--- src/rtl/pwmt_pkg.sv ---
package pwmt_pkg;
  localparam int MODE_W    = 2;
  localparam int SEL_W     = 2;
  localparam int PS_W      = 3;
  localparam int MODE_LSB  = 0;
  localparam int PS_LSB    = 2;
  localparam int ADDR_CTRL = 0;
  localparam int ADDR_MOD  = 1;
  localparam int ADDR_CMP0 = 2;
endpackage

--- src/rtl/pwmt_prescaler.sv ---
module pwmt_prescaler #(
  parameter int PS_W = 3
) (
  input  logic            clk,
  input  logic            rst_n,
  input  logic            run,
  input  logic [PS_W-1:0] ps,
  output logic            tick
);
  localparam int DIVW = (1 << PS_W) - 1;

  logic [DIVW-1:0] div_q;
  logic [DIVW-1:0] limit;

  assign limit = ({{(DIVW-1){1'b0}}, 1'b1} << ps) - {{(DIVW-1){1'b0}}, 1'b1};
  assign tick  = run && (div_q == limit);

  always_ff @(posedge clk) begin
    if (!rst_n || !run) div_q <= '0;
    else if (tick)      div_q <= '0;
    else                div_q <= div_q + 1'b1;
  end

  // with a nonzero divide setting, ticks never come back to back
  a_r3_tick_spacing: assert property (@(posedge clk) disable iff (!rst_n)
    (tick && ps != '0) |=> !tick);
endmodule

--- src/rtl/pwmt_counter.sv ---
module pwmt_counter #(
  parameter int CW = 16
) (
  input  logic          clk,
  input  logic          rst_n,
  input  logic          run,
  input  logic          tick,
  input  logic          mod_we,
  input  logic [CW-1:0] mod_wdata,
  output logic [CW-1:0] cnt,
  output logic [CW-1:0] mod_act,
  output logic          wrap
);
  logic [CW-1:0] mod_pend;
  logic          mod_pv;

  assign wrap = run && tick && (cnt >= mod_act);

  always_ff @(posedge clk) begin
    if (!rst_n)       cnt <= '0;
    else if (!run)    cnt <= '0;
    else if (wrap)    cnt <= '0;
    else if (tick)    cnt <= cnt + 1'b1;
  end

  always_ff @(posedge clk) begin
    if (!rst_n) begin
      mod_act  <= '0;
      mod_pend <= '0;
      mod_pv   <= 1'b0;
    end else if (!run) begin
      if (mod_we)      mod_act <= mod_wdata;
      else if (mod_pv) mod_act <= mod_pend;
      mod_pv <= 1'b0;
    end else begin
      if (wrap && mod_pv) mod_act <= mod_pend;
      if (mod_we) begin
        mod_pend <= mod_wdata;
        mod_pv   <= 1'b1;
      end else if (wrap) begin
        mod_pv   <= 1'b0;
      end
    end
  end

  // a running count never passes the active modulo value
  a_r2_cnt_bound: assert property (@(posedge clk) disable iff (!rst_n)
    run |-> (cnt <= mod_act));
  // a wrap returns the count to zero
  a_r2_wrap_zero: assert property (@(posedge clk) disable iff (!rst_n)
    wrap |=> (cnt == '0));
  // the active modulo value holds between wraps while running
  a_r5_mod_hold: assert property (@(posedge clk) disable iff (!rst_n)
    (run && !wrap) |=> $stable(mod_act));
  // a stopped counter reads zero on the next cycle
  a_r10_stop_clear: assert property (@(posedge clk) disable iff (!rst_n)
    !run |=> (cnt == '0));
endmodule

--- src/rtl/pwmt_channel.sv ---
module pwmt_channel #(
  parameter int CW    = 16,
  parameter int SEL_W = 2
) (
  input  logic             clk,
  input  logic             rst_n,
  input  logic             run,
  input  logic             wrap,
  input  logic             cmp_we,
  input  logic             sel_we,
  input  logic [CW-1:0]    cmp_wdata,
  input  logic [SEL_W-1:0] sel_wdata,
  input  logic [CW-1:0]    cnt,
  output logic [CW-1:0]    cmp_act,
  output logic [SEL_W-1:0] sel,
  output logic             pwm
);
  logic [CW-1:0] cmp_pend;
  logic          cmp_pv;
  logic          accept;

  // a running write is taken only if the pending slot is free (or frees now)
  assign accept = cmp_we && (!cmp_pv || wrap);

  always_ff @(posedge clk) begin
    if (!rst_n)      sel <= '0;
    else if (sel_we) sel <= sel_wdata;
  end

  always_ff @(posedge clk) begin
    if (!rst_n) begin
      cmp_act  <= '0;
      cmp_pend <= '0;
      cmp_pv   <= 1'b0;
    end else if (!run) begin
      if (cmp_we)      cmp_act <= cmp_wdata;
      else if (cmp_pv) cmp_act <= cmp_pend;
      cmp_pv <= 1'b0;
    end else begin
      if (wrap && cmp_pv) cmp_act <= cmp_pend;
      if (accept) begin
        cmp_pend <= cmp_wdata;
        cmp_pv   <= 1'b1;
      end else if (wrap) begin
        cmp_pv   <= 1'b0;
      end
    end
  end

  assign pwm = (sel != '0) && (cnt < cmp_act);

  // the active compare value holds between wraps while running
  a_r8_cmp_hold: assert property (@(posedge clk) disable iff (!rst_n)
    (run && !wrap) |=> $stable(cmp_act));
  // a second write before the latch leaves the pending value alone
  a_r7_drop_second: assert property (@(posedge clk) disable iff (!rst_n)
    (run && cmp_pv && cmp_we && !wrap) |=> $stable(cmp_pend));
  // a disabled channel keeps its pending value until the wrap
  a_r9_pend_kept: assert property (@(posedge clk) disable iff (!rst_n)
    (run && cmp_pv && !wrap) |=> cmp_pv);
endmodule

--- src/rtl/pwm_shared_timer.sv ---
module pwm_shared_timer
  import pwmt_pkg::*;
#(
  parameter int NCH = 4,
  parameter int CW  = 16,
  localparam int AW = $clog2(ADDR_CMP0 + 2 * NCH)
) (
  input  logic           clk,
  input  logic           rst_n,
  input  logic           wr_en,
  input  logic [AW-1:0]  addr,
  input  logic [CW-1:0]  wdata,
  output logic [CW-1:0]  rdata,
  output logic [CW-1:0]  count_o,
  output logic [NCH-1:0] pwm_o
);
  localparam int SEL0 = ADDR_CMP0 + NCH;

  logic [MODE_W-1:0] mode_q;
  logic [PS_W-1:0]   ps_q;
  logic              run;
  logic              tick;
  logic              wrap;
  logic              ctrl_we;
  logic              mod_we;
  logic [CW-1:0]     cnt;
  logic [CW-1:0]     mod_act;
  logic [CW-1:0]     cmp_rd [NCH];
  logic [SEL_W-1:0]  sel_rd [NCH];

  assign run     = (mode_q != '0);
  assign ctrl_we = wr_en && (addr == AW'(ADDR_CTRL));
  assign mod_we  = wr_en && (addr == AW'(ADDR_MOD));

  always_ff @(posedge clk) begin
    if (!rst_n) begin
      mode_q <= '0;
      ps_q   <= '0;
    end else if (ctrl_we) begin
      mode_q <= wdata[MODE_LSB +: MODE_W];
      if (!run) ps_q <= wdata[PS_LSB +: PS_W];
    end
  end

  // the prescale setting cannot change while the counter runs
  a_r4_ps_locked: assert property (@(posedge clk) disable iff (!rst_n)
    run |=> $stable(ps_q));

  pwmt_prescaler #(.PS_W(PS_W)) u_presc (
    .clk  (clk),
    .rst_n(rst_n),
    .run  (run),
    .ps   (ps_q),
    .tick (tick)
  );

  pwmt_counter #(.CW(CW)) u_cnt (
    .clk      (clk),
    .rst_n    (rst_n),
    .run      (run),
    .tick     (tick),
    .mod_we   (mod_we),
    .mod_wdata(wdata),
    .cnt      (cnt),
    .mod_act  (mod_act),
    .wrap     (wrap)
  );

  for (genvar k = 0; k < NCH; k++) begin : g_ch
    logic cmp_we_k;
    logic sel_we_k;
    assign cmp_we_k = wr_en && (addr == AW'(ADDR_CMP0 + k));
    assign sel_we_k = wr_en && (addr == AW'(SEL0 + k));

    pwmt_channel #(.CW(CW), .SEL_W(SEL_W)) u_ch (
      .clk      (clk),
      .rst_n    (rst_n),
      .run      (run),
      .wrap     (wrap),
      .cmp_we   (cmp_we_k),
      .sel_we   (sel_we_k),
      .cmp_wdata(wdata),
      .sel_wdata(wdata[SEL_W-1:0]),
      .cnt      (cnt),
      .cmp_act  (cmp_rd[k]),
      .sel      (sel_rd[k]),
      .pwm      (pwm_o[k])
    );
  end

  always_comb begin
    rdata = '0;
    if (addr == AW'(ADDR_CTRL))
      rdata = {{(CW-PS_W-MODE_W){1'b0}}, ps_q, mode_q};
    else if (addr == AW'(ADDR_MOD))
      rdata = mod_act;
    for (int k = 0; k < NCH; k++) begin
      if (addr == AW'(ADDR_CMP0 + k)) rdata = cmp_rd[k];
      if (addr == AW'(SEL0 + k))      rdata = {{(CW-SEL_W){1'b0}}, sel_rd[k]};
    end
  end

  assign count_o = cnt;
endmodule

--- config.mk ---
export PLATFORM = sky130hd
export DESIGN_NAME = pwm_shared_timer
export DESIGN_NICKNAME = d
export VERILOG_FILES = /design/src/rtl/pwmt_pkg.sv /design/src/rtl/pwmt_prescaler.sv /design/src/rtl/pwmt_counter.sv /design/src/rtl/pwmt_channel.sv /design/src/rtl/pwm_shared_timer.sv
export SDC_FILE = /design/constraint.sdc
export NUM_CORES = 1
export LEC_CHECK = 0
export BUFFER_PORTS_ARGS = -buffer_cell sky130_fd_sc_hd__buf_2
export CORE_ASPECT_RATIO = 0.5
export CORE_UTILIZATION = 40
export DETAILED_ROUTE_END_ITERATION = 10
export PLACE_DENSITY = 0.54
export SYNTH_ARGS = -nofsm -noshare
export SYNTH_HDL_FRONTEND = slang
export SYNTH_HIERARCHICAL = 1
export SYNTH_SLANG_ARGS = --single-unit
--- constraint.sdc ---
create_clock -name clk -period 3.5 [get_ports clk]
set_clock_uncertainty 0.15 [all_clocks]
set_input_delay 0.175 -clock clk [delete_from_list [all_inputs] [get_ports clk]]
set_output_delay 0.175 -clock clk [all_outputs]
set_load 0.05 [all_outputs]
## Word-level counts from Yosys, hierarchy flattened

Index checks and enable logic that the tools add are counted.

| operators by class | value |
|---|---|
| shifts and indexed selects | 1 |
| muxes and demuxes | 36 |
| add/subtract/negate cells | 3 |
| equal/unequal tests | 15 |
| order comparisons | 5 |
| reductions and logical operators | 67 |
| bitwise logic cells | 2 |

Operators by type and width:

| operator | count |
|---|---|
| $mux 16 | 30 |
| $lt 16x16->1 | 4 |
| $logic_and 1x1->1 | 26 |
| $reduce_and 2->1 | 12 |
| $reduce_bool 2->1 | 10 |
| $add 16x1->16 const B | 1 |
| $eq 4x3->1 const B | 4 |
| $ge 16x16->1 | 1 |
| $reduce_bool 3->1 | 5 |
| $eq 4x2->1 const B | 2 |
| $eq 4x4->1 const B | 2 |
| $add 7x1->7 const B | 1 |
| $eq 7x7->1 | 1 |
| $shl 1x3->7 const A | 1 |
| $sub 7x1->7 const B | 1 |
| $logic_not 1->1 | 6 |
| $mux 1 | 6 |
| $ne 2x1->1 const B | 3 |
| $logic_or 1x1->1 | 5 |
| $eq 4x1->1 const B | 1 |
| $logic_not 4->1 | 1 |
| $ne 2x2->1 const B | 2 |
| $reduce_or 3->1 | 1 |
| $not 1->1 | 2 |
| $reduce_or 2->1 | 1 |

| storage, ports and cells | value |
|---|---|
| register bits | 201 |
| word-level logic and storage cells | 152 |
| input bits | 23 |

## Longest topological paths before layout

Gate-level depths: netlist (run 1).

| depth | value |
|---|---|
| word-level depth | 11 |
| mapped depth | 18 |
| mapped depth without buffers | 13 |

## By module

Netlist (run 1), hierarchy kept.

By module, submodules not included:

| module | cells an instance | area each (µm²) | sequential area each (µm²) | instances |
|---|---|---|---|---|
| pwmt_channel | 206 | 1896.8 | 700.7 | 4 |
| pwmt_counter | 300 | 2590.0 | 980.9 | 1 |
| pwm_shared_timer | 160 | 1123.6 | 100.1 | 1 |
| pwmt_prescaler | 61 | 530.5 | 140.1 | 1 |

## Worst setup path before layout (run 1)

OpenSTA, ideal clock, no wires.

| timing path | value |
|---|---|
| kind | register to register |
| start | register ps_q[1] |
| end | register g_ch[0].u_ch.cmp_pend[0] |
| cell stages (with the launch flop) | 19 |
| data arrival time | 3.032 ns |
| library setup time | 0.076 ns |
| path buffers | 5 |
| path slack | 0.243 ns |
| cells stage by stage | dfxtp_1 -> buf_2 -> nor3_1 -> inv_1 -> ha_1 -> xor2_1 -> a2bb2oi_1 -> o22ai_1 -> and4_1 -> buf_6 -> buf_2 -> o31ai_4 -> nor2_1 -> nand2b_1 -> and3_2 -> buf_4 -> buf_4 -> nand2_1 -> a21boi_0 |

| on the way | value |
|---|---|
| longest elaborated chain between the ends | 9 |

Ends and longest elaborated chain:

| element | RTL line | RTL |
|---|---|---|
| start, declared | pwm_shared_timer.sv:20 | `logic [PS_W-1:0] ps_q;` |
| start signal, assigned | pwm_shared_timer.sv:41 | `if (!run) ps_q <= wdata[PS_LSB +: PS_W];` |
| $shl 1x3->7 | pwmt_prescaler.sv:15 | `assign limit = ({{(DIVW-1){1'b0}}, 1'b1} << ps) - {{(DIVW-1){1'b0}}, 1'b1};` |
| $sub 7x1->7 | pwmt_prescaler.sv:15 |  |
| $eq 7x7->1 | pwmt_prescaler.sv:16 | `assign tick = run && (div_q == limit);` |
| $logic_and 1x1->1 | pwmt_prescaler.sv:16 |  |
| net tick | pwm_shared_timer.sv:22 | `logic tick;` |
| $logic_and 1x1->1 (2 in a row) | pwmt_counter.sv:17 | `assign wrap = run && tick && (cnt >= mod_act);` |
| net wrap | pwm_shared_timer.sv:23 | `logic wrap;` |
| $logic_or 1x1->1 | pwmt_channel.sv:23 | `assign accept = cmp_we && (!cmp_pv \|\| wrap);` |
| $logic_and 1x1->1 | pwmt_channel.sv:23 |  |
| $reduce_and 2->1 (no line) | n/a |  |
| end signal, assigned | pwmt_channel.sv:42 | `cmp_pend <= cmp_wdata;` |
| end, declared | pwmt_channel.sv:18 | `logic [CW-1:0] cmp_pend;` |

The timed path passes the listed nets, and every way through them passes these cells.
A chain may end at the register's enable or synchronous reset.

## Final worst setup path (run 1)

| timing path | value |
|---|---|
| start | register ps_q[2] |
| end | register g_ch[0].u_ch.cmp_pend[9] |

Same word-level chain as after synthesis.

==> results.py, run 1 <==
metrics = {
    "floorplanning": {
        "chipHeight_um": 124,
        "io-pin-count": 59,
        "placementRows": 44,
        "coreArea_um2": 29000,
        "die_area_um2": 30300,
        "die_w_um": 245,
        "start_util_pct": 40.8,
    },
    "cells_and_area": {
        "final_core_utilization_pct": 45.5,
        "drive_gt1_share_pct": 13.2,
        "layout.filler_cells": 2813,
        "area_delta_synth_final_pct": 11.5,
        "most_common_library_cell_in_the_layout_ignoring_fill_and_taps": "sky130_fd_sc_hd__nand2_1",
        "leading_cell_types_in_the_layout_fill_and_taps_excluded": "sky130_fd_sc_hd__nand2_1 (254), sky130_fd_sc_hd__dfxtp_1 (201), sky130_fd_sc_hd__inv_1 (106)",
        "nets": 1500,
        "multi_input_area_um2": 6870,
        "postLayoutCellArea_um2": 13200,
        "seqCellArea_um2": 4020,
    },
    "timing": {
        "worst_slew_margin_rel_pct": 49.5,
        "hold_ws_ns": 0.0917,
        "final_slew_violations": 0,
        "hold_violations": 0,
        "setup_violations": 0,
        "period_minus_ws_final_ns": 3.23,
        "final.period_utilization_pct": 92.2,
        "totalNegativeSetupSlack_ns": 0,
        "rsz0062_at_grt": "no",
        "clock.fmax_ghz": 0.310,
        "worst-slew-pin-transition_ns": 0.758,
    },
    "placed_design": {
        "finalWeightedCongestion": 0.962,
        "dpl.hpwl_um": 26300,
        "detailed_place.area_um2": 12300,
        "io_buffers": 58,
    },
    "worst_setup_path": {
        "setup.worst_path.start_class": "flip-flop",
        "critPathRequiredTime_ns": 3.74,
        "worstPathMaxFanout": 11,
        "setup_crit_end_kind": "flip-flop",
        "critical_path_arrival_ns": 3.47,
        "path_class": "reg -> reg",
    },
    "drt": {
        "drt_pre_antenna_iters": 5,
        "detail_route.vias_per_cell": 5.51,
        "drtIter0Drc": 887,
        "wirelength_um": 35500,
        "route.detailed.wl_per_inst_um": 19.7,
        "drc": 0,
        "ant_nets": 0,
        "met3_wirelength_um": 2020,
        "dr_total_vias": 9923,
        "met2RoutedLength_um": 14900,
        "wl_met1_um": 17900,
        "maxUsedRoutingLayer": "met4",
    },
    "pwr": {
        "vdd_drop_max_mv": 0.264,
        "power.total_mw": 4.94,
        "powerDensity_nw_per_um2": 375,
        "cellLeakagePower_nw": 5.44,
    },
    "global_route": {
        "grt_util_all_layers_pct": 23.4,
        "grt_antenna_before_repair": 3,
        "pin_count_of_the_biggest_net_entering_global_routing": 110,
        "grt_pass1_wl_um": 54200,
        "grt.overflow.total": 0,
        "first_global_vias": 9209,
    },
    "synthesis": {
        "synth.cell_area_um2": 11800,
        "synth.lib_cells_used.distinct": 71,
        "syn-mean-instance-area_um2": 8.80,
        "synth.net_count": 1447,
        "number_of_synthesized_flops_with_an_enable_pin": 0,
        "ys_ff_latch": 201,
        "yosys_warning_count": 6,
        "synth_cells": 1345,
        "ys_seq_area_share_pct": 34.0,
        "synth_flop_cell": "sky130_fd_sc_hd__dfxtp_1",
        "synth_async_sr_flop_share_pct": 0,
    },
    "job": {
        "maxCapViolations": 0,
    },
    "clocking": {
        "clock_tree.htree_level_count": 1,
        "clock_latency_ns": 0.51,
        "clk_pin_slew_worst_paths_ns": 0.07,
        "cts-root-buf": "sky130_fd_sc_hd__clkbuf_16",
        "max-clock-path-buffers": 3,
        "tritoncts_clock_tree": "built",
        "inserted_clock_buffers": 21,
        "cts.sink_count": 201,
    },
    "outcome": {
        "status": "finished, final reports clean",
    },
    "min_path": {
        "min_path_type": "in -> reg",
    },
}
Yosys cell counts (5+ instances only):
library cell                instances  area (um^2)
sky130_fd_sc_hd__o2111ai_1          5         43.8
sky130_fd_sc_hd__mux2_1             8         90.1
sky130_fd_sc_hd__nor2_1            61          229
sky130_fd_sc_hd__nand3_1           11         55.1
sky130_fd_sc_hd__o221a_2           14          158
sky130_fd_sc_hd__o221ai_1           7         61.3
sky130_fd_sc_hd__nor3_2             6         60.1
sky130_fd_sc_hd__xor2_1            14          123
sky130_fd_sc_hd__o211a_1           64          641
sky130_fd_sc_hd__a31oi_1           18          113
sky130_fd_sc_hd__nand4_1            9         56.3
sky130_fd_sc_hd__nand2_1          254          953
sky130_fd_sc_hd__buf_4              9         67.6
sky130_fd_sc_hd__a21boi_1           8         60.1
sky130_fd_sc_hd__clkbuf_1          35          131
sky130_fd_sc_hd__o21ai_1           13         65.1
sky130_fd_sc_hd__ha_1              79          988
sky130_fd_sc_hd__nand2b_1          20          125
sky130_fd_sc_hd__a22oi_1           25          188
sky130_fd_sc_hd__a21o_1            17          128
sky130_fd_sc_hd__mux2i_1           81          811
sky130_fd_sc_hd__and4_1            15          131
sky130_fd_sc_hd__buf_2              8         40.0
sky130_fd_sc_hd__buf_6             20          225
sky130_fd_sc_hd__a21oi_1           32          160
sky130_fd_sc_hd__o21ai_0            7         35.0
sky130_fd_sc_hd__inv_1            106          398
sky130_fd_sc_hd__a211o_1            6         52.6
sky130_fd_sc_hd__and2_1             6         37.5
sky130_fd_sc_hd__a221o_1            5         50.1
sky130_fd_sc_hd__dfxtp_1          201         4020
sky130_fd_sc_hd__a21boi_0          72          541
sky130_fd_sc_hd__nand3b_1           5         37.5
sky130_fd_sc_hd__nor2b_1           19          119
sky130_fd_sc_hd__o22ai_1            5         31.3
sky130_fd_sc_hd__xnor2_1           10         87.6
cell families after synthesis:
kind of cell,Yosys count,synth area share [%]
AND/OR/NAND/NOR,437,17.3
AO/OA/AOI/OAI,325,22.6
XOR/XNOR,24,1.78
buffers and inverters,187,8.09
flip-flops,201,34.0
adder cells (fa/ha/maj),79,8.35
multiplexers,92,7.90
sequential cells by signal, indices dropped and copies added, names as in the netlist:
register	cells
u_cnt/mod_act	16
g_ch.u_ch/cmp_act	64
mode_q	2
g_ch.u_ch/sel	8
u_presc/div_q	7
g_ch.u_ch/cmp_pv	4
ps_q	3
u_cnt/mod_pv	1
g_ch.u_ch/cmp_pend	64
u_cnt/mod_pend	16
u_cnt/cnt	16
what timing repair did:
action | in CTS | in global routing
gates resized for setup | 0 | 4
hold endpoints to repair | 84 | 0
hold buffers | 17 | 0
setup buffers | 0 | 0
endpoints found under the setup margin | 0 | 15
worst paths after layout:
kind,startpoint,depth (start not counted),end,slack (ns)
max,ps_q[2],15,g_ch[0].u_ch/cmp_pend[9],0.27
min,addr[3],5,g_ch[3].u_ch/sel[0],0.09
max reg2reg,ps_q[2],15,g_ch[0].u_ch/cmp_pend[9],0.27
min reg2reg,g_ch[1].u_ch/cmp_pend[15],2,g_ch[1].u_ch/cmp_pend[15],0.30
final cells by class:
cell class / instances / area share, %
diodes: 1 / 0.0190
clock buffers: 28 / 4.56
clock inverters: 5 / 0.427
inverters: 106 / 3.02
multi-input cells: 957 / 52.1
flip-flops and latches: 201 / 30.5
well taps: 391 / 3.71
repair buffers: 111 / 5.65
report_power, final:
part           internal [mW]  total, mW  switching (mW)
clock                   1.27       2.23           0.955
combinational          0.136      0.376           0.240
sequential              2.31       2.34          0.0288
total                   3.72       4.94            1.22
layer usage:
| layer | up-vias | GRT usage (%) |
|---|---|---|
| met5 | - | 0 |
| met4 | 0 | 5.08 |
| met2 | 239 | 35.4 |
| li1 | 4800 | - |
| met3 | 44 | 3.12 |
| met1 | 4840 | 35.0 |
stage by stage:
| step | std cells | setup slack (ns) |
|---|---|---|
| 2_1_floorplan | 1345 | 0.243 |
| 3_3_place_gp | 1749 | 0.361 |
| 3_5_place_dp | 1749 | 0.262 |
| 4_1_cts | 1799 | 0.249 |
| 5_1_grt | 1799 | 0.0163 |
| 6_report | 1800 | 0.272 |
worst max-delay path, cell delays in order, from the launching register on:
cell	delay, ns
sky130_fd_sc_hd__dfxtp_1	0.36
sky130_fd_sc_hd__nor3_1	0.26
sky130_fd_sc_hd__inv_1	0.08
sky130_fd_sc_hd__ha_1	0.28
sky130_fd_sc_hd__xor2_2	0.20
sky130_fd_sc_hd__a2bb2oi_1	0.16
sky130_fd_sc_hd__o22ai_1	0.14
sky130_fd_sc_hd__and4_1	0.27
sky130_fd_sc_hd__o31ai_4	0.13
sky130_fd_sc_hd__nor2_1	0.12
sky130_fd_sc_hd__buf_4	0.18
sky130_fd_sc_hd__nand2b_1	0.17
sky130_fd_sc_hd__nand3_1	0.21
sky130_fd_sc_hd__buf_4	0.26
sky130_fd_sc_hd__nand2_1	0.07
sky130_fd_sc_hd__a21boi_0	0.08
Note: power is estimated with default switching activity, not from simulation.
==> inputs of run 2 (changes only) <==
- ABC_AREA: default -> 1
==> run 2 against run 1 <==
Core utilization is 0.70 points higher. First-iteration DRC count is 20% lower. Synthesized cell count is 19% higher. Wire length is 7.8% higher. Sequential power hardly changed. Non-clock buffer count is 2 lower. Total power hardly changed. Cell count is 15% higher. Global-route usage is 2.3 points higher. Cell area is 2.1% lower. Critical path depth is 8 higher. Critical endpoint is now g_ch[2].u_ch/cmp_act[1]. Largest cell class unchanged.
==> results.py, run 2 <==
metrics = {
    "cells_and_area": {
        "final_core_utilization_pct": 46.2,
        "drive_gt1_share_pct": 12.8,
        "leading_cell_types_in_the_layout_fill_and_taps_excluded": "sky130_fd_sc_hd__nand2_1 (297), sky130_fd_sc_hd__nor2_1 (224), sky130_fd_sc_hd__dfxtp_1 (200)",
        "seqCellArea_um2": 4030,
        "area_delta_synth_final_pct": 12.3,
        "most_common_library_cell_in_the_layout_ignoring_fill_and_taps": "sky130_fd_sc_hd__nand2_1",
        "layout.filler_cells": 2875,
        "multi_input_area_um2": 6180,
        "reg_top3": "g_ch.u_ch/cmp_act: 64 flops, g_ch.u_ch/cmp_pend: 64 flops",
        "nets": 1776,
    },
    "floorplanning": {
        "placementRows": 43,
        "die_w_um": 242,
        "start_util_pct": 41.1,
        "chipHeight_um": 122,
        "io-pin-count": 59,
        "die_area_um2": 29500,
        "coreArea_um2": 28000,
    },
    "synthesis": {
        "synth.area.top_cells": "sky130_fd_sc_hd__dfxtp_1 (35%), sky130_fd_sc_hd__nand2_1 (9.7%), sky130_fd_sc_hd__ha_1 (8.6%)",
        "synth_cells": 1598,
        "synth.net_count": 1700,
        "synthDominantCellAreaShare_pct": 35.0,
        "netlist.top_cell.by_area": "sky130_fd_sc_hd__dfxtp_1",
        "synth_flop_cell": "sky130_fd_sc_hd__dfxtp_1",
        "synth_async_sr_flop_share_pct": 0,
        "ys_seq_area_share_pct": 35.0,
        "netlist_top_cells_count": "sky130_fd_sc_hd__nand2_1 (297), sky130_fd_sc_hd__nor2_1 (224), sky130_fd_sc_hd__dfxtp_1 (201)",
        "yosys_warning_count": 6,
        "post-synth-top-count-cell": "sky130_fd_sc_hd__nand2_1",
        "synth.lib_cells_used.distinct": 47,
        "synth.cell_area_um2": 11500,
        "number_of_synthesized_flops_with_an_enable_pin": 0,
        "ys_ff_latch": 201,
        "syn-mean-instance-area_um2": 7.20,
    },
    "drt": {
        "drc": 0,
        "wl_met1_um": 18500,
        "wirelength_um": 38200,
        "dr_total_vias": 10700,
        "ant_nets": 0,
        "drtIter0Drc": 713,
        "route.detailed.wl_per_inst_um": 18.5,
        "maxUsedRoutingLayer": "met4",
        "met3_wirelength_um": 2860,
        "met2RoutedLength_um": 15800,
        "detail_route.vias_per_cell": 5.15,
        "drt_pre_antenna_iters": 5,
    },
    "worst_setup_path": {
        "critPathRequiredTime_ns": 3.75,
        "setup.worst_path.start_class": "flip-flop",
        "crit-reg2reg-launch": "ps_q[1]",
        "worstPathMaxFanout": 17,
        "reg2regPathDepth": 23,
        "critPathLaunch": "ps_q[1]",
        "setup_crit_end_kind": "flip-flop",
        "path_class": "reg -> reg",
        "critical_path_arrival_ns": 3.43,
    },
    "timing": {
        "clock.fmax_ghz": 0.315,
        "final.period_utilization_pct": 90.8,
        "hold_violations": 0,
        "totalNegativeSetupSlack_ns": 0,
        "period_minus_ws_final_ns": 3.18,
        "worst_slew_margin_rel_pct": 40.9,
        "final_slew_violations": 0,
        "worst-slew-pin-transition_ns": 0.886,
        "rsz0062_at_grt": "no",
        "setup_violations": 0,
    },
    "pwr": {
        "vdd_drop_max_mv": 0.232,
        "sw_frac_of_total_pct": 25.7,
        "powerDensity_nw_per_um2": 383,
        "cellLeakagePower_nw": 5.56,
        "combPwrFrac_pct": 8.2,
        "cellInternalPower_mw": 3.68,
        "netSwitchingPower_mw": 1.27,
        "share_clk_of_total_power_pct": 44.6,
        "share_seq_of_total_power_pct": 47.2,
    },
    "global_route": {
        "pin_count_of_the_biggest_net_entering_global_routing": 79,
        "grt_util_all_layers_pct": 25.7,
        "grt_pass1_wl_um": 56800,
        "grt_antenna_before_repair": 4,
        "first_global_vias": 9531,
        "grt.overflow.total": 0,
    },
    "placed_design": {
        "dpl.hpwl_um": 27700,
        "finalWeightedCongestion": 0.900,
        "io_buffers": 58,
    },
    "clocking": {
        "clk_pin_slew_worst_paths_ns": 0.06,
        "cts.sink_count": 201,
        "cts-root-buf": "sky130_fd_sc_hd__clkbuf_16",
        "tritoncts_clock_tree": "built",
        "clock_tree.htree_level_count": 1,
        "inserted_clock_buffers": 21,
        "max-clock-path-buffers": 3,
        "clock_latency_ns": 0.51,
    },
    "min_path": {
        "min_path_type": "in -> reg",
        "min_from": "addr[0]",
        "hold-path-cell-count": 4,
    },
    "outcome": {
        "status": "finished, final reports clean",
    },
    "job": {
        "maxCapViolations": 0,
    },
}
[run 2: power groups by stage]
stage	clock network [mW]	registers, mW	logic [mW]
6_report	2.21	2.34	0.405
3_5_place_dp	0	2.39	0.386
4_1_cts	2.25	2.34	0.402
2_1_floorplan	0	2.38	0.245
3_3_place_gp	0	2.39	0.382
5_1_grt	2.35	2.34	0.444
[run 2: critical path: stages, from the launching register on]
cell	delay, ns
sky130_fd_sc_hd__dfxtp_1	0.40
sky130_fd_sc_hd__inv_1	0.08
sky130_fd_sc_hd__nand3_1	0.09
sky130_fd_sc_hd__ha_2	0.23
sky130_fd_sc_hd__inv_1	0.09
sky130_fd_sc_hd__nand2_1	0.07
sky130_fd_sc_hd__nand2_1	0.05
sky130_fd_sc_hd__nand2_1	0.06
sky130_fd_sc_hd__nand2_1	0.04
sky130_fd_sc_hd__nor2_1	0.12
sky130_fd_sc_hd__nand2_1	0.07
sky130_fd_sc_hd__nor2_1	0.11
sky130_fd_sc_hd__nand2_2	0.09
sky130_fd_sc_hd__inv_1	0.08
sky130_fd_sc_hd__nand2_1	0.05
sky130_fd_sc_hd__inv_1	0.10
sky130_fd_sc_hd__nand2_1	0.11
sky130_fd_sc_hd__inv_2	0.18
sky130_fd_sc_hd__buf_4	0.18
sky130_fd_sc_hd__o21ai_4	0.07
sky130_fd_sc_hd__nand2_4	0.16
sky130_fd_sc_hd__clkinv_4	0.17
sky130_fd_sc_hd__o21ai_0	0.25
sky130_fd_sc_hd__a21oi_1	0.06
[run 2: kinds of logic after synthesis]
group	Yosys count	synth area share, %
XOR/XNOR	16	1.22
AO/OA/AOI/OAI	363	17.7
AND/OR/NAND/NOR	652	24.5
multiplexers	16	1.57
adder cells (fa/ha/maj)	79	8.59
flip-flops	201	35.0
buffers and inverters	271	11.4
[run 2: final cells by class]
| class | count | share of cell area, % |
|---|---|---|
| flip-flops and latches | 201 | 31.2 |
| diodes | 3 | 0.0581 |
| clock inverters | 4 | 0.349 |
| clock buffers | 28 | 4.58 |
| inverters | 215 | 6.66 |
| repair buffers | 109 | 5.66 |
| well taps | 382 | 3.70 |
| multi-input cells | 1126 | 47.8 |
[run 2: path summary, 6_finish.rpt]
path	to	slack [ns]
worst max-delay path	g_ch[2].u_ch/cmp_act[1]	0.32
worst min-delay path	mode_q[1]	0.02
worst max register to register	g_ch[2].u_ch/cmp_act[1]	0.32
worst min register to register	mode_q[1]	0.33
[run 2: timing repair]
action                                 CTS  global route
endpoints found under the hold margin   91             0
gates resized for setup                  0            16
hold buffers                            17             0
setup endpoints to repair                0           104
buffers inserted                         0             1
[run 2: through the flow]
| stage | power, mW | instances | setup WS [ns] | hold WS (ns) | instance area [um^2] |
|---|---|---|---|---|---|
| 3_3_place_gp | 2.77 | 2015 | 0.182 | 0.307 | 12100 |
| 3_5_place_dp | 2.77 | 2015 | 0.156 | 0.318 | 12100 |
| 5_1_grt | 5.13 | 2066 | 0.0177 | 0.0446 | 12900 |
| 4_1_cts | 4.98 | 2064 | 0.125 | 0.00927 | 12900 |
| 6_report | 4.95 | 2068 | 0.322 | 0.0219 | 12900 |
| 2_1_floorplan | 2.62 | 1598 | 0.313 | 0.159 | 11500 |
[run 2: layer usage]
layer | global-route usage [%] | vias up
li1 | - | 5377
met1 | 36.9 | 4936
met2 | 38.6 | 279
met3 | 5.46 | 60
met4 | 6.92 | 0
met5 | 0 | -
==> inputs of run 3 (changes only) <==
--- a/constraint.sdc
+++ b/constraint.sdc
@@ -4,2 +4,2 @@
 set_output_delay 0.175 -clock clk [all_outputs]
-set_load 0.05 [all_outputs]
+set_load 0.005 [all_outputs]
==> run 3 against run 2 <==
Count of clock-buffer cells in the layout is 3 higher. Sequential power hardly changed. Cell area is 0.88% higher. Core utilization is 0.41 points higher. Critical path depth is 4 lower. Via count is 0.13% higher. Wire length hardly changed. Non-clock buffer count is 5 higher. Hold slack worse by 0.0018 ns. Clock power is 9% higher. Critical path type unchanged.
==> results.py, run 3 (synthesized netlist as in run 2, its figures left out) <==
metrics = {
    "timing": {
        "worst-slew-pin-transition_ns": 0.827,
        "totalNegativeSetupSlack_ns": 0,
        "setup_violations": 0,
        "period_minus_ws_final_ns": 3.23,
        "clock.fmax_ghz": 0.310,
        "final.period_utilization_pct": 92.2,
        "hold_violations": 0,
        "final.setup.worst_slack_ns": 0.272,
        "worst_slew_margin_rel_pct": 44.9,
        "final_slew_violations": 0,
    },
    "global_route": {
        "grt.overflow.total": 0,
        "first_global_vias": 9600,
        "grt_antenna_before_repair": 4,
        "grt_pass1_wl_um": 57400,
        "grt_util_all_layers_pct": 25.9,
        "pin_count_of_the_biggest_net_entering_global_routing": 62,
    },
    "worst_setup_path": {
        "crit-reg2reg-launch": "ps_q[1]",
        "path_class": "reg -> reg",
        "setup.worst_path.start_class": "flip-flop",
        "worstPathMaxFanout": 5,
        "minimum_setup_slack_among_reg_to_reg_paths_ns": 0.27,
        "critPathRequiredTime_ns": 3.75,
        "critPathLaunch": "ps_q[1]",
        "critical_path_arrival_ns": 3.48,
        "crit_path_end": "u_cnt/cnt[15]",
        "setup_crit_end_kind": "flip-flop",
        "reg2regPathDepth": 19,
        "r2r_end": "u_cnt/cnt[15]",
    },
    "floorplanning": {
        "start_util_pct": 41.1,
        "chipHeight_um": 122,
        "placementRows": 43,
        "coreArea_um2": 28000,
        "die_area_um2": 29500,
        "die_w_um": 242,
        "io-pin-count": 59,
    },
    "placed_design": {
        "finalWeightedCongestion": 0.918,
        "io_buffers": 58,
        "detailedPlace.worstSlack_ns": 0.145,
        "dpl.hpwl_um": 27800,
        "dp_cells": 2020,
    },
    "clocking": {
        "cts-root-buf": "sky130_fd_sc_hd__clkbuf_16",
        "clock_tree.htree_level_count": 1,
        "tritoncts_clock_tree": "built",
        "cts.sink_count": 201,
        "max-clock-path-buffers": 3,
        "inserted_clock_buffers": 21,
        "clock_latency_ns": 0.51,
        "clk_pin_slew_worst_paths_ns": 0.06,
    },
    "drt": {
        "drc": 0,
        "route.detailed.wl_per_inst_um": 18.4,
        "ant_nets": 0,
        "drtIter0Drc": 845,
        "drt_pre_antenna_iters": 5,
        "dr_total_vias": 10700,
        "wirelength_um": 38200,
        "detail_route.vias_per_cell": 5.14,
    },
    "pwr": {
        "share_clk_of_total_power_pct": 46.8,
        "sw_frac_of_total_pct": 24.8,
        "cellLeakagePower_nw": 5.61,
        "cellInternalPower_mw": 3.86,
        "vdd_drop_max_mv": 0.241,
        "combPwrFrac_pct": 7.6,
        "netSwitchingPower_mw": 1.27,
        "share_seq_of_total_power_pct": 45.5,
        "powerDensity_nw_per_um2": 394,
    },
    "outcome": {
        "status": "finished, final reports clean",
    },
    "cells_and_area": {
        "drive_gt1_share_pct": 13.1,
        "reg_top3": "g_ch.u_ch/cmp_act: 64 flops, g_ch.u_ch/cmp_pend: 64 flops",
        "layout.filler_cells": 2846,
        "final-instance-count-excl-fill": 2076,
        "area_delta_synth_final_pct": 13.3,
        "nets": 1781,
        "leading_cell_types_in_the_layout_fill_and_taps_excluded": "sky130_fd_sc_hd__nand2_1 (297), sky130_fd_sc_hd__nor2_1 (224), sky130_fd_sc_hd__dfxtp_1 (199)",
        "multi_input_area_um2": 6170,
        "most_common_library_cell_in_the_layout_ignoring_fill_and_taps": "sky130_fd_sc_hd__nand2_1",
        "seqCellArea_um2": 4030,
    },
    "job": {
        "maxCapViolations": 0,
    },
    "min_path": {
        "min_from": "addr[0]",
        "min_path_type": "in -> reg",
    },
}
-- run 3: cell types whose count changed in the layout (fill, tap and decap cells not counted), moves of 2 or more --
cell / previous run / this run
sky130_fd_sc_hd__o21ai_1: 17 / 20
sky130_fd_sc_hd__inv_6: 4 / 0
sky130_fd_sc_hd__bufinv_16: 1 / 3
sky130_fd_sc_hd__buf_4: 34 / 37
sky130_fd_sc_hd__inv_4: 5 / 7
sky130_fd_sc_hd__o21ai_0: 174 / 171
sky130_fd_sc_hd__clkbuf_1: 3 / 5
-- run 3: worst min path at each step --
stage	to	slack, ns	cells past startpoint
detailed placement	g_ch[0].u_ch/cmp_act[4]	0.32	2
CTS	mode_q[0]	0.0002	4
floorplan	ps_q[0]	0.16	2
global placement	u_cnt/mod_pend[12]	0.31	2
finish	mode_q[0]	0.02	4
global route	mode_q[1]	0.06	4
-- run 3: repair_timing --
action,4_1_cts,5_1_grt
buffers inserted,0,0
hold buffers,18,0
endpoints found under the setup margin,0,101
resized for setup,0,13
endpoints found under the hold margin,97,0
-- run 3: routing by layer --
layer / wire [um] / vias up / GRT usage [%]
met5: 0 / - / 0
met4: 989 / 0 / 7.32
met3: 2690 / 54 / 5.40
met2: 15700 / 275 / 38.7
met1: 18800 / 4939 / 37.3
li1: - / 5398 / -
-- run 3: worst max-delay path: stages, from the launching register on --
cell and delay [ns]:
sky130_fd_sc_hd__dfxtp_2 0.35, sky130_fd_sc_hd__nor2_2 0.16, sky130_fd_sc_hd__nand2_1 0.08, sky130_fd_sc_hd__ha_2 0.33
sky130_fd_sc_hd__nor2_1 0.04, sky130_fd_sc_hd__nor2_1 0.10, sky130_fd_sc_hd__nand3_1 0.07, sky130_fd_sc_hd__nor2_1 0.10
sky130_fd_sc_hd__nand2_1 0.06, sky130_fd_sc_hd__nor2_1 0.11, sky130_fd_sc_hd__nand2_2 0.09, sky130_fd_sc_hd__inv_1 0.12
sky130_fd_sc_hd__buf_4 0.16, sky130_fd_sc_hd__inv_2 0.07, sky130_fd_sc_hd__nor2_2 0.16, sky130_fd_sc_hd__nand4_1 0.22
sky130_fd_sc_hd__nor3_2 0.35, sky130_fd_sc_hd__nand4_1 0.16, sky130_fd_sc_hd__xor2_1 0.17, sky130_fd_sc_hd__nor2_1 0.05
-- run 3: per-stage QoR --
| stage | utilization (%) | total power [mW] | hold WS (ns) | cell area [um^2] |
|---|---|---|---|---|
| floorplan | - | 2.61 | 0.159 | 11500 |
| global placement | 43.3 | 2.76 | 0.306 | 12100 |
| detailed placement | 43.3 | 2.76 | 0.315 | 12100 |
| CTS | 46.5 | 5.18 | 0.000170 | 13000 |
| global route | 46.6 | 5.33 | 0.0585 | 13000 |
| finish | 46.6 | 5.13 | 0.0201 | 13000 |
-- run 3: power groups by stage --
stage               Clock [mW]  Sequential (mW)  Combinational, mW
floorplan                    0             2.38              0.231
global placement             0             2.39              0.368
detailed placement           0             2.39              0.371
CTS                       2.46             2.34              0.388
global route              2.56             2.34              0.434
finish                    2.40             2.34              0.392
-- run 3: layout make-up --
type / instances / share of cell area [%]
clock inverter: 5 / 0.768
inverter: 215 / 6.54
antenna: 2 / 0.0384
timing repair buffer: 114 / 6.01
multi-input combinational: 1126 / 47.4
sequential: 201 / 30.9
clock buffer: 31 / 4.71
tap: 382 / 3.67
